==> src/rtl/kwdt_pkg.sv <==
package kwdt_pkg;
  localparam int unsigned BUS_W   = 32;
  localparam int unsigned CNT_W   = 16;
  localparam int unsigned BYTE_W  = 8;
  localparam logic [15:0] CNT_KEY = 16'h5A5A;
  localparam logic [23:0] CTL_KEY = 24'hA5A5A5;

  localparam int unsigned OFS_CNT = 0;
  localparam int unsigned OFS_CTL = 4;
  localparam int unsigned OFS_AUX = 8;

  localparam int unsigned BIT_OVF  = 4;
  localparam int unsigned BIT_BUSY = 5;
  localparam int unsigned BIT_EN   = 7;

  // log2 of the prescaler divisor for each select value
  function automatic int unsigned div_shift(input logic [2:0] sel);
    case (sel)
      3'd0:    return 0;
      3'd1:    return 2;
      3'd2:    return 4;
      3'd3:    return 5;
      3'd4:    return 6;
      3'd5:    return 7;
      3'd6:    return 10;
      default: return 12;
    endcase
  endfunction
endpackage

==> src/rtl/kwdt_regif.sv <==
module kwdt_regif
  import kwdt_pkg::*;
#(
  parameter int unsigned ADDR_W = 4
) (
  input  logic              rst_any,
  input  logic [ADDR_W-1:0] addr,
  input  logic [BUS_W-1:0]  wdata,
  input  logic              we,
  output logic              cnt_wr,
  output logic              ctl_wr,
  output logic              aux_wr,
  output logic [CNT_W-1:0]  cnt_val,
  output logic [BYTE_W-1:0] byte_val
);
  logic go;
  logic cnt_key_ok;
  logic ctl_key_ok;

  always_comb begin
    go         = we && !rst_any;
    cnt_key_ok = (wdata[BUS_W-1:CNT_W] == CNT_KEY);
    ctl_key_ok = (wdata[BUS_W-1:BYTE_W] == CTL_KEY);
    cnt_wr     = go && cnt_key_ok && (addr == ADDR_W'(OFS_CNT));
    ctl_wr     = go && ctl_key_ok && (addr == ADDR_W'(OFS_CTL));
    aux_wr     = go && ctl_key_ok && (addr == ADDR_W'(OFS_AUX));
    cnt_val    = wdata[CNT_W-1:0];
    byte_val   = wdata[BYTE_W-1:0];
  end
endmodule

==> src/rtl/kwdt_prescaler.sv <==
module kwdt_prescaler
  import kwdt_pkg::*;
#(
  parameter int unsigned PRE_W = 12
) (
  input  logic       clk,
  input  logic       rst_any,
  input  logic       en,
  input  logic [2:0] sel,
  output logic       tick
);
  logic [PRE_W-1:0] pre_q;
  logic [PRE_W:0]   span;
  logic [PRE_W-1:0] mask;

  always_comb begin
    span = (PRE_W+1)'(1) << div_shift(sel);
    mask = PRE_W'(span - (PRE_W+1)'(1));
    tick = en && ((pre_q & mask) == mask);
  end

  always_ff @(posedge clk) begin
    if (rst_any || !en) pre_q <= '0;
    else                pre_q <= pre_q + PRE_W'(1);
  end
endmodule

==> src/rtl/kwdt_counter.sv <==
module kwdt_counter
  import kwdt_pkg::*;
#(
  parameter int unsigned SYNC_STAGES = 2
) (
  input  logic             clk,
  input  logic             rst_any,
  input  logic             tick,
  input  logic             wr_en,
  input  logic [CNT_W-1:0] wr_val,
  output logic [CNT_W-1:0] cnt,
  output logic             busy,
  output logic             wrap
);
  localparam int unsigned STG_W = (SYNC_STAGES > 1) ? $clog2(SYNC_STAGES) : 1;
  localparam logic [STG_W-1:0] STG_LAST = STG_W'(SYNC_STAGES - 1);

  logic [CNT_W-1:0] cnt_q;
  logic [CNT_W-1:0] ld_q;
  logic [STG_W-1:0] stg_q;
  logic             busy_q;
  logic             load_now;

  always_comb begin
    load_now = busy_q && (stg_q == STG_LAST) && !wr_en;
    wrap     = tick && (cnt_q == '1) && !load_now;
    cnt      = cnt_q;
    busy     = busy_q;
  end

  always_ff @(posedge clk) begin
    if (rst_any) begin
      busy_q <= 1'b0;
      stg_q  <= '0;
      ld_q   <= '0;
    end else if (wr_en) begin
      busy_q <= 1'b1;
      stg_q  <= '0;
      ld_q   <= wr_val;
    end else if (busy_q) begin
      if (stg_q == STG_LAST) begin
        busy_q <= 1'b0;
        stg_q  <= '0;
      end else begin
        stg_q <= stg_q + STG_W'(1);
      end
    end
  end

  always_ff @(posedge clk) begin
    if (rst_any)       cnt_q <= '0;
    else if (load_now) cnt_q <= ld_q;
    else if (tick)     cnt_q <= cnt_q + CNT_W'(1);
  end
endmodule

==> src/rtl/kwdt_pulse.sv <==
module kwdt_pulse #(
  parameter int unsigned PULSE_LEN = 16
) (
  input  logic clk,
  input  logic rst_por,
  input  logic fire,
  output logic req
);
  localparam int unsigned LW = (PULSE_LEN > 1) ? $clog2(PULSE_LEN) : 1;

  logic [LW-1:0] left_q;
  logic          req_q;

  always_ff @(posedge clk) begin
    if (rst_por) begin
      left_q <= '0;
      req_q  <= 1'b0;
    end else if (fire) begin
      left_q <= LW'(PULSE_LEN - 1);
      req_q  <= 1'b1;
    end else if (left_q != '0) begin
      left_q <= left_q - LW'(1);
    end else begin
      req_q <= 1'b0;
    end
  end

  assign req = req_q;
endmodule

==> src/rtl/keyguard_wdt.sv <==
module keyguard_wdt
  import kwdt_pkg::*;
#(
  parameter int unsigned ADDR_W      = 4,
  parameter int unsigned PRE_W       = 12,
  parameter int unsigned SYNC_STAGES = 2,
  parameter int unsigned PULSE_LEN   = 16
) (
  input  logic              clk,
  input  logic              rst_por,
  input  logic              rst_sys,
  input  logic [ADDR_W-1:0] bus_addr,
  input  logic [31:0]       bus_wdata,
  input  logic              bus_we,
  output logic [31:0]       bus_rdata,
  output logic              wdt_rst_req
);
  logic              rst_any;
  logic              cnt_wr, ctl_wr, aux_wr;
  logic [CNT_W-1:0]  cnt_val;
  logic [BYTE_W-1:0] byte_val;
  logic [2:0]        sel_q;
  logic              en_q;
  logic              ovf_q;
  logic [BYTE_W-1:0] aux_q;
  logic              tick_w;
  logic [CNT_W-1:0]  cnt_q;
  logic              pend_w;
  logic              wrap_w;
  logic [BYTE_W-1:0] ctl_view;
  logic [31:0]       rd_next;
  logic [31:0]       rdata_q;

  assign rst_any = rst_por || rst_sys;

  kwdt_regif #(.ADDR_W(ADDR_W)) u_regif (
    .rst_any (rst_any),
    .addr    (bus_addr),
    .wdata   (bus_wdata),
    .we      (bus_we),
    .cnt_wr  (cnt_wr),
    .ctl_wr  (ctl_wr),
    .aux_wr  (aux_wr),
    .cnt_val (cnt_val),
    .byte_val(byte_val)
  );

  kwdt_prescaler #(.PRE_W(PRE_W)) u_pre (
    .clk    (clk),
    .rst_any(rst_any),
    .en     (en_q),
    .sel    (sel_q),
    .tick   (tick_w)
  );

  kwdt_counter #(.SYNC_STAGES(SYNC_STAGES)) u_cnt (
    .clk    (clk),
    .rst_any(rst_any),
    .tick   (tick_w),
    .wr_en  (cnt_wr),
    .wr_val (cnt_val),
    .cnt    (cnt_q),
    .busy   (pend_w),
    .wrap   (wrap_w)
  );

  kwdt_pulse #(.PULSE_LEN(PULSE_LEN)) u_pulse (
    .clk    (clk),
    .rst_por(rst_por),
    .fire   (wrap_w),
    .req    (wdt_rst_req)
  );

  always_ff @(posedge clk) begin
    if (rst_any) begin
      sel_q <= '0;
      en_q  <= 1'b0;
      aux_q <= '0;
    end else begin
      if (ctl_wr) begin
        sel_q <= byte_val[2:0];
        en_q  <= byte_val[BIT_EN];
      end
      if (aux_wr) aux_q <= byte_val;
    end
  end

  // overflow flag lives in the power-on domain only
  always_ff @(posedge clk) begin
    if (rst_por)                         ovf_q <= 1'b0;
    else if (wrap_w)                     ovf_q <= 1'b1;
    else if (ctl_wr && !byte_val[BIT_OVF]) ovf_q <= 1'b0;
  end

  always_comb begin
    ctl_view           = '0;
    ctl_view[2:0]      = sel_q;
    ctl_view[BIT_OVF]  = ovf_q;
    ctl_view[BIT_BUSY] = pend_w;
    ctl_view[BIT_EN]   = en_q;
    if (bus_addr == ADDR_W'(OFS_CNT))      rd_next = {16'h0, cnt_q};
    else if (bus_addr == ADDR_W'(OFS_CTL)) rd_next = {24'h0, ctl_view};
    else if (bus_addr == ADDR_W'(OFS_AUX)) rd_next = {24'h0, aux_q};
    else                                   rd_next = '0;
  end

  always_ff @(posedge clk) begin
    if (rst_any) rdata_q <= '0;
    else         rdata_q <= rd_next;
  end

  assign bus_rdata = rdata_q;
endmodule

==> config.mk <==
export PLATFORM = sky130hd
export DESIGN_NAME = keyguard_wdt
export DESIGN_NICKNAME = d
export VERILOG_FILES = /design/src/rtl/kwdt_pkg.sv /design/src/rtl/kwdt_regif.sv /design/src/rtl/kwdt_prescaler.sv /design/src/rtl/kwdt_counter.sv /design/src/rtl/kwdt_pulse.sv /design/src/rtl/keyguard_wdt.sv
export SDC_FILE = /design/constraint.sdc
export NUM_CORES = 1
export LEC_CHECK = 0
export BUFFER_PORTS_ARGS = -buffer_cell sky130_fd_sc_hd__buf_2
export CAP_MARGIN = 20
export CORE_MARGIN = 2
export CORE_UTILIZATION = 30
export DETAILED_ROUTE_END_ITERATION = 7
export GPL_TIMING_DRIVEN = 1
export PLACE_DENSITY = 0.6
export SLEW_MARGIN = 20
export SYNTH_ARGS = -nofsm -noshare
export SYNTH_HDL_FRONTEND = slang
export SYNTH_HIERARCHICAL = 1
export SYNTH_SLANG_ARGS = --single-unit
==> constraint.sdc <==
create_clock -name clk -period 5.6 [get_ports clk]
set_clock_uncertainty 0.15 [all_clocks]
set_input_delay 1.12 -clock clk [delete_from_list [all_inputs] [get_ports clk]]
set_output_delay 1.12 -clock clk [all_outputs]
set_load 0.005 [all_outputs]
# ---- Word level (Yosys, flattened, before mapping)
# Index checks and enable logic that the tools add are counted.
dict set report totals {
  output_inout_bits 33
  input_bits 40
  ff_bits 96
  elab_cells 76
}
dict set report op_classes {
  n_mux 16
  reduce_logical 27
  add_sub_neg 5
  shift 1
  eq_ne 13
  n_bitwise 1
}
# operator count
set op_table {}
lappend op_table {{$mux W16} 3}
lappend op_table {{$pmux W4 S7} 1}
lappend op_table {{$eq A24 B24 Y1 const B} 1}
lappend op_table {{$add A16 B1 Y16 const B} 1}
lappend op_table {{$eq A16 B15 Y1 const B} 1}
lappend op_table {{$eq A16 B16 Y1 const B} 1}
lappend op_table {{$mux W8} 2}
lappend op_table {{$add A12 B1 Y12 const B} 1}
lappend op_table {{$and A12 B12 Y12} 1}
lappend op_table {{$eq A12 B12 Y1} 1}
lappend op_table {{$logic_and A1 B1 Y1} 12}
lappend op_table {{$shl A1 B4 Y12 const A} 1}
lappend op_table {{$sub A12 B1 Y12 const B} 1}
lappend op_table {{$eq A3 B3 Y1 const B} 3}
lappend op_table {{$mux W1} 8}
lappend op_table {{$mux W4} 2}
lappend op_table {{$eq A3 B2 Y1 const B} 2}
lappend op_table {{$reduce_bool A2 Y1} 3}
lappend op_table {{$logic_not A1 Y1} 5}
lappend op_table {{$eq A4 B3 Y1 const B} 1}
lappend op_table {{$eq A4 B4 Y1 const B} 1}
lappend op_table {{$logic_not A4 Y1} 1}
lappend op_table {{$reduce_bool A4 Y1} 1}
lappend op_table {{$sub A4 B1 Y4 const B} 1}
lappend op_table {{other kinds (7)} 8}

# ---- Longest topological paths before layout
# Gate-level depths: netlist (run 1).
dict set report depth {
  depth_word 10
  depth_mapped 13
  ltp_nobuf 11
}

# ---- Modules after synthesis
# The synthesis (run 1) kept the hierarchy.
# module seq_area_each_um2 area_per_inst_um2 cells_per_inst instances
set modules_own_cells {}
lappend modules_own_cells {kwdt_counter 680.7 1506.4 163 1}
lappend modules_own_cells {keyguard_wdt 580.6 1174.9 114 1}
lappend modules_own_cells {kwdt_prescaler 240.2 708.2 90 1}
lappend modules_own_cells {kwdt_regif 0.0 374.1 46 1}
lappend modules_own_cells {kwdt_pulse 100.1 215.2 23 1}

# ---- Least setup slack after synthesis (run 1)
# Ideal clock, no wire load.
dict set report synth_path {
  path_type {in2reg}
  startpoint {input port rst_sys}
  endpoint {register u_pulse.left_q[1]}
  required_time_ps 5359
  arrival_ps 3261
  setup_slack_ps 2098
  cell_stages 11
  setup_time_ps 91
  n_path_buf 3
  path_cell_list {or2_2 > clkbuf_1 > and2b_2 > nand3_1 > nor4_1 > buf_2 > nand3b_1 > buf_2 > and4_1 > nor3_1 > a311oi_1}
}
dict set report synth_between {
  elab_chain_len 10
}
# item line_no
set synth_rtl {}
lappend synth_rtl {{start, declared} keyguard_wdt.sv:11} ;# input logic rst_sys,
lappend synth_rtl {{$logic_or A1 B1 Y1 (*)} keyguard_wdt.sv:34} ;# assign rst_any = rst_por || rst_sys;
lappend synth_rtl {{net rst_any} keyguard_wdt.sv:18} ;# logic rst_any;
lappend synth_rtl {{$logic_not A1 Y1 (*)} kwdt_regif.sv:21} ;# go = we && !rst_any;
lappend synth_rtl {{$logic_and A1 B1 Y1 (*)} kwdt_regif.sv:21}
lappend synth_rtl {{$logic_and A1 B1 Y1 (*) (2 in series)} kwdt_regif.sv:24} ;# cnt_wr = go && cnt_key_ok && (addr == ADDR_W'(OFS_CNT));
lappend synth_rtl {{net cnt_wr} keyguard_wdt.sv:19} ;# logic cnt_wr, ctl_wr, aux_wr;
lappend synth_rtl {{$logic_not A1 Y1 (*)} kwdt_counter.sv:25} ;# load_now = busy_q && (stg_q == STG_LAST) && !wr_en;
lappend synth_rtl {{$logic_and A1 B1 Y1 (*)} kwdt_counter.sv:25}
lappend synth_rtl {{$logic_not A1 Y1 (*)} kwdt_counter.sv:26} ;# wrap = tick && (cnt_q == '1) && !load_now;
lappend synth_rtl {{$logic_and A1 B1 Y1 (*)} kwdt_counter.sv:26}
lappend synth_rtl {{net wrap_w} keyguard_wdt.sv:29} ;# logic wrap_w;
lappend synth_rtl {{$mux W4 / $reduce_bool A2 Y1 (equally long branches)} n/a}
lappend synth_rtl {{end signal, assigned} kwdt_pulse.sv:19} ;# left_q <= LW'(PULSE_LEN - 1);
lappend synth_rtl {{end signal, assigned} kwdt_pulse.sv:22} ;# left_q <= left_q - LW'(1);
lappend synth_rtl {{end, declared} kwdt_pulse.sv:11} ;# logic [LW-1:0] left_q;
# The timed path passes the listed nets; every way through them passes the cells marked *.
# A chain may end at the register's enable or synchronous reset.

# ---- Worst setup path after layout (run 1)
dict set report layout_path {
  startpoint {register sel_q[1]}
  endpoint {register u_pulse.left_q[1]}
}
dict set report layout_between {
  elab_chain_len 10
}
# item line_no
set layout_rtl {}
lappend layout_rtl {{start, declared} keyguard_wdt.sv:22} ;# logic [2:0] sel_q;
lappend layout_rtl {{start signal, assigned} keyguard_wdt.sv:81} ;# sel_q <= byte_val[2:0];
lappend layout_rtl {{$eq A3 B3 Y1 (tied with other cells)} kwdt_pkg.sv:18} ;# case (sel)
lappend layout_rtl {{$pmux W4 S7 (*)} kwdt_pkg.sv:18}
lappend layout_rtl {{$shl A1 B4 Y12 (*)} kwdt_prescaler.sv:17} ;# span = (PRE_W+1)'(1) << div_shift(sel);
lappend layout_rtl {{$sub A12 B1 Y12 (*)} kwdt_prescaler.sv:18} ;# mask = PRE_W'(span - (PRE_W+1)'(1));
lappend layout_rtl {{$and A12 B12 Y12} kwdt_prescaler.sv:19} ;# tick = en && ((pre_q & mask) == mask);
lappend layout_rtl {{$eq A12 B12 Y1 (*)} kwdt_prescaler.sv:19}
lappend layout_rtl {{$logic_and A1 B1 Y1 (*)} kwdt_prescaler.sv:19}
lappend layout_rtl {{net tick_w} keyguard_wdt.sv:26} ;# logic tick_w;
lappend layout_rtl {{$logic_and A1 B1 Y1 (*) (2 in series)} kwdt_counter.sv:26}
lappend layout_rtl {{net wrap_w} keyguard_wdt.sv:29}
lappend layout_rtl {{$mux W4 / $reduce_bool A2 Y1 (equally long branches)} n/a}
# Marked as above.

==> results of run 1 <==
-- metal layers --
metal,share of wire,global-route usage,routed length (microns)
met5,0,0,0
met1,0.46,0.156,3910
met3,0.053,0.0383,447
met4,0.015,0.0446,124
met2,0.47,0.202,4010
-- critical path: stages (launching register included) --
cell and delay (ns):
dfxtp_1 0.43, or3_1 0.42, ha_1 0.26, nand2_1 0.07
a21oi_1 0.04, a2111oi_0 0.32, nor3b_2 0.63, nand4_4 0.26
nor2_1 0.15, and4_1 0.29, inv_1 0.11, a311oi_1 0.23
-- cell type report --
class	instances	area share
Multi-Input combinational cell	299	0.444
Sequential cell	80	0.356
Inverter	11	0.00918
Clock inverter	3	0.0103
Timing Repair Buffer	60	0.0690
Clock buffer	13	0.0623
Tap cell	176	0.0490
-- cells in the final DEF (no fill, tap or decap), types with 5 or more instances in the layout --
| master | count |
|---|---|
| inv_1 | 11 |
| clkbuf_16 | 9 |
| xnor2_1 | 16 |
| and2_1 | 10 |
| nand4_1 | 6 |
| a211oi_1 | 9 |
| dfxtp_1 | 80 |
| nand3b_1 | 5 |
| a2bb2oi_1 | 5 |
| nor3_1 | 12 |
| mux2i_1 | 39 |
| conb_1 | 17 |
| a21oi_1 | 13 |
| nand3_1 | 10 |
| nand2_1 | 15 |
| buf_2 | 56 |
| o21ai_0 | 6 |
| nor2_1 | 66 |
| xor2_1 | 8 |
-- sequential cells by signal, summed over array words and instances, names as in the netlist --
| name | cells |
|---|---|
| u_cnt/busy | 1 |
| en_q | 1 |
| u_pulse/left_q | 4 |
| u_cnt/stg_q | 1 |
| aux_q | 8 |
| u_pre/pre_q | 12 |
| ovf_q | 1 |
| u_cnt/cnt | 16 |
| u_pulse/req | 1 |
| bus_rdata | 16 |
| sel_q | 3 |
| u_cnt/ld_q | 16 |
-- logic make-up after synthesis --
family,count (synthesis),synth area share
compound gates,48,0.0814
buf+inv,72,0.112
fa+ha+maj,4,0.0126
mux,39,0.0981
simple gates,167,0.239
flops,80,0.403
other cells,2,0.00189
xor+xnor,24,0.0528
-- power breakdown --
group | leakage (uW) | switching, uW | internal, uW | total (uW)
Combinational | 0.000829 | 53.1 | 52.7 | 106
Sequential | 0.000645 | 9.95 | 581 | 591
Clock | 0.000158 | 229 | 395 | 625
Total | 0.00163 | 292 | 1030 | 1320
-- through the flow --
stage               setup slack (ns)  hold WS (ns)  total power, uW  utilization  std cells
CTS                             2.15         0.335             1340        0.344        642
global route                    1.92         0.355             1380        0.344        642
detailed placement              1.85         0.316              710        0.319        626
finish                          2.12         0.321             1320        0.344        642
global placement                1.96         0.303              701        0.319        626
floorplan                       2.10         0.280              695            -        451
-- worst max-delay path by stage --
stage / from / end / slack [ns] / cells past startpoint
after floorplan: rst_sys / u_pulse/left_q[1]$_SDFFE_PP0P_ / 2.10 / 11
after global placement: rst_por / u_pulse/left_q[1]$_SDFFE_PP0P_ / 1.96 / 11
after detailed placement: rst_por / u_pulse/left_q[1]$_SDFFE_PP0P_ / 1.85 / 11
after CTS: sel_q[1]$_SDFFE_PP0P_ / u_pulse/left_q[1]$_SDFFE_PP0P_ / 2.15 / 11
after global routing: sel_q[1]$_SDFFE_PP0P_ / u_pulse/left_q[1]$_SDFFE_PP0P_ / 1.92 / 11
final: sel_q[1]$_SDFFE_PP0P_ / u_pulse/left_q[1]$_SDFFE_PP0P_ / 2.12 / 11
==> impl_metrics.tcl, run 1 <==
set metrics [dict create \
    synth_edf_count 0 \
    track_usage 0.125 \
    ir_drop_v 0.000219 \
    synthTopCellsByArea "dfxtp_1, mux2i_1, buf_4, nor2_1, xnor2_1" \
    fin_crit_sh 0.621 \
    synth_area_leader_cell "dfxtp_1" \
    cp_max_fo 14 \
    multi_input_area_sq_mm 0.00200 \
    yosysUniqueCellTypes 56 \
    outcome "finished, final reports clean" \
    fmax_mhz 288 \
    synth_cells 436 \
    fillCellCount 1329 \
    yosysWarningCount 6 \
    regToRegEndpoint "u_pulse/left_q[1]$_SDFFE_PP0P_" \
    drive_above_1_share 0.195 \
    yosysMostFrequentCell "dfxtp_1" \
    die_area_sq_mm 0.0142 \
    hold_violations 0 \
    via_count 2982 \
    yosys-top-cells-count "dfxtp_1, nor2_1, buf_4, mux2i_1, xnor2_1" \
    gp_congestion 0.772 \
    path_clk_slew_ns 0.06 \
    cts_max_level 3 \
    cp-start-kind "register" \
    portBuffers 56 \
    clk_latency_ns 0.34 \
    cts_num_sinks 80 \
    ys_seq_area_frac 0.403 \
    drtIter0Drc 180 \
    syn_area_per_cell_sq_um 9.13 \
    syn-cell-area_sq_mm 0.00398 \
    area_delta_synth_final_pct 13.0 \
    power_density_mw_per_mm2 294 \
    start_util 0.304 \
    wl_mm 8.49 \
    cap_viol_max_count 0 \
    timing.rr.start "sel_q[1]$_SDFFE_PP0P_" \
    cp-end-kind "register" \
    critical_path_class "register to register" \
    gr-total-overflow 0 \
    min_to "bus_rdata[14]$_SDFF_PP0_" \
    placed_area_sq_mm 0.00417 \
    async_flop_share 0 \
    drt-pass1-iter-count 4 \
    avgViaCountPerCell 4.64 \
    power.leakage_uw 0.00163 \
    min-delay-path-class "register to register" \
    design_area_sq_mm 0.00450 \
    ys.flop_type "dfxtp_1" \
    nets 505 \
    rrSetupSlack_ns 2.12 \
    antenna_left 0 \
    timing.slew.headroom 0.362 \
    numCtsBuffers 9 \
    drv_slew 0 \
    max_slew.worst_pin.slew_ns 0.949 \
    min_period_ns 3.48 \
    post_cts_buffers 0 \
    cts-root-buf "clkbuf_16" \
    finalSetupViolCount 0 \
    cts_hold_buf 0 \
    n_antenna_cell 0 \
    synth_top_cell_area_share 0.403 \
    clockBufferDepth 2 \
    rsz0062_at_grt "no" \
    pin_count 73 \
    core-area_sq_mm 0.0131 \
    grt_max_degree 44 \
    dieWidth_microns 119 \
    arrival_ns 3.57 \
    drcViolationCount 0 \
    hpwl_mm 6.28 \
    synth-seq-cells 80 \
    seqCellArea_sq_mm 0.00160 \
    required_ns 5.69 \
    die_y_microns 119 \
    row_count 42 \
    grt_pass1_vias 2896 \
    cts_tree "built" \
    reg2reg_depth 11 \
    worst_hold_path.num_cells 1 \
    grt_pass1_wl_mm 13.9 \
    antenna_found_initial 0 \
    wire_per_inst_microns 13.2 \
    tns_ns 0 \
    hold_path_startpoint "u_cnt/cnt[14]$_SDFFE_PP0P_" \
    cts-resized-gates 0 \
]
(Power assumes the default switching activity.)
==> run 2: changes to the inputs <==
==> constraint.sdc (replaced) <==
create_clock -name clk -period 3.6 [get_ports clk]
set_clock_uncertainty 0.15 [all_clocks]
set_input_delay 0.72 -clock clk [delete_from_list [all_inputs] [get_ports clk]]
set_output_delay 0.72 -clock clk [all_outputs]
set_load 0.005 [all_outputs]
==> impl_metrics.tcl, run 2 (synthesized netlist as in run 1, its figures left out) <==
set metrics [dict create \
    cts_tree "built" \
    core-area_sq_mm 0.0131 \
    numCtsBuffers 9 \
    cts_max_level 3 \
    clk_latency_ns 0.34 \
    grt_pass1_wl_mm 13.9 \
    cts_num_sinks 80 \
    cp-start-kind "register" \
    portBuffers 56 \
    dieWidth_microns 119 \
    final_common_cell "dfxtp_1" \
    met3_usage 0.0402 \
    regToRegEndpoint "u_pulse/left_q[1]$_SDFFE_PP0P_" \
    power_frac_seq 0.474 \
    rrSetupSlack_ns 0.41 \
    cts-root-buf "clkbuf_16" \
    tns_ns 0 \
    rsz0062_at_grt "no" \
    cp-endpoint "u_pulse/left_q[1]$_SDFFE_PP0P_" \
    required_ns 3.69 \
    ir_drop_v 0.000276 \
    drtIter0Drc 184 \
    cp_max_fo 14 \
    antenna_found_initial 0 \
    outcome "finished, final reports clean" \
    via_count 3021 \
    p_clk_frac 0.442 \
    max_slew.worst_pin.slew_ns 0.574 \
    cp-end-kind "register" \
    grt_pass1_vias 2886 \
    report.power.total_uw 1940 \
    nets 508 \
    fin_crit_sh 0.885 \
    drt-pass1-iter-count 5 \
    n_antenna_cell 0 \
    path_clk_slew_ns 0.06 \
    grt_busiest_layer "met2" \
    pin_count 73 \
    wire_per_inst_microns 13.5 \
    fmax_mhz 314 \
    die_area_sq_mm 0.0142 \
    gp_congestion 0.834 \
    hold_violations 0 \
    drcViolationCount 0 \
    arrival_ns 3.28 \
    drv_slew 0 \
    p_int_uw 1470 \
    met1_usage 0.159 \
    cap_viol_max_count 0 \
    timing.rr.start "sel_q[1]$_SDFFE_PP0P_" \
    min-delay-path-class "register to register" \
    timing.slew.headroom 0.617 \
    reg2reg_depth 12 \
    clockBufferDepth 2 \
    cts-resized-gates 0 \
    drive_above_1_share 0.200 \
    grt_max_degree 44 \
    power.leakage_uw 0.00163 \
    critical_path_class "register to register" \
    power_density_mw_per_mm2 434 \
    row_count 42 \
    cts_hold_buf 0 \
    finalSetupViolCount 0 \
    hpwl_mm 6.34 \
    area_delta_synth_final_pct 12.5 \
    final.setup.worst_slack_ns 0.414 \
    min_period_ns 3.19 \
    met2_usage 0.193 \
    die_y_microns 119 \
    switching_share 0.241 \
    track_usage 0.123 \
    avgViaCountPerCell 4.68 \
    start_util 0.304 \
    startpoint "sel_q[1]$_SDFFE_PP0P_" \
    gr-total-overflow 0 \
    wl_mm 8.69 \
    post_cts_buffers 0 \
    most-common-layout-cells "dfxtp_1, nor2_1, buf_2" \
    antenna_left 0 \
    p_comb_frac 0.084 \
    dp_slack_ns 0.435 \
    power_switching_uw 468 \
]
## run 2: worst min path at each step
stage	depth (start not counted)	endpoint	slack, ns	startpoint
CTS	1	bus_rdata[14]$_SDFF_PP0_	0.32	u_cnt/cnt[14]$_SDFFE_PP0P_
finish	1	bus_rdata[14]$_SDFF_PP0_	0.31	u_cnt/cnt[14]$_SDFFE_PP0P_
global route	1	bus_rdata[14]$_SDFF_PP0_	0.35	u_cnt/cnt[14]$_SDFFE_PP0P_
detailed placement	1	bus_rdata[14]$_SDFF_PP0_	0.31	u_cnt/cnt[14]$_SDFFE_PP0P_
global placement	1	bus_rdata[14]$_SDFF_PP0_	0.31	u_cnt/cnt[14]$_SDFFE_PP0P_
floorplan	1	bus_rdata[14]$_SDFF_PP0_	0.28	u_cnt/cnt[14]$_SDFFE_PP0P_
## run 2: worst max-delay path, stage by stage (launching register included)
cell and delay [ns]:
dfxtp_1 0.43, or3_1 0.43, ha_1 0.26, nand2_1 0.07
a21oi_1 0.05, a2111oi_0 0.35, nor3b_2 0.22, buf_4 0.19
nand4_4 0.18, nor2_1 0.14, and4_1 0.29, inv_1 0.11
a311oi_1 0.22
## run 2: power by group through the flow
stage	registers [uW]	logic, uW	clock network (uW)
after floorplan	934	146	0
final	919	163	858
after detailed placement	939	163	0
after global placement	936	157	0
after CTS	919	164	886
after global routing	921	183	919
## run 2: cell type report
| class | count | area (sq um) |
|---|---|---|
| Multi-Input combinational cell | 299 | 2000 |
| Tap cell | 176 | 220 |
| Sequential cell | 80 | 1600 |
| Clock inverter | 6 | 43.8 |
| Clock buffer | 10 | 239 |
| Fill cell | 1368 | 8610 |
| Inverter | 11 | 41.3 |
| Timing Repair Buffer | 63 | 333 |
## run 2: stage by stage
step	hold WS, ns	cells	area [sq um]	utilization
finish	0.312	645	4470	0.342
global route	0.354	645	4470	0.342
CTS	0.321	645	4470	0.342
detailed placement	0.306	629	4190	0.320
global placement	0.310	629	4190	0.320
floorplan	0.280	451	4040	-
## run 2: metal layers
| metal | up-vias | share of wire |
|---|---|---|
| met5 | - | 0 |
| met4 | 0 | 0.0070 |
| met3 | 4 | 0.061 |
| met2 | 101 | 0.46 |
| met1 | 1405 | 0.47 |
| li1 | 1511 | - |
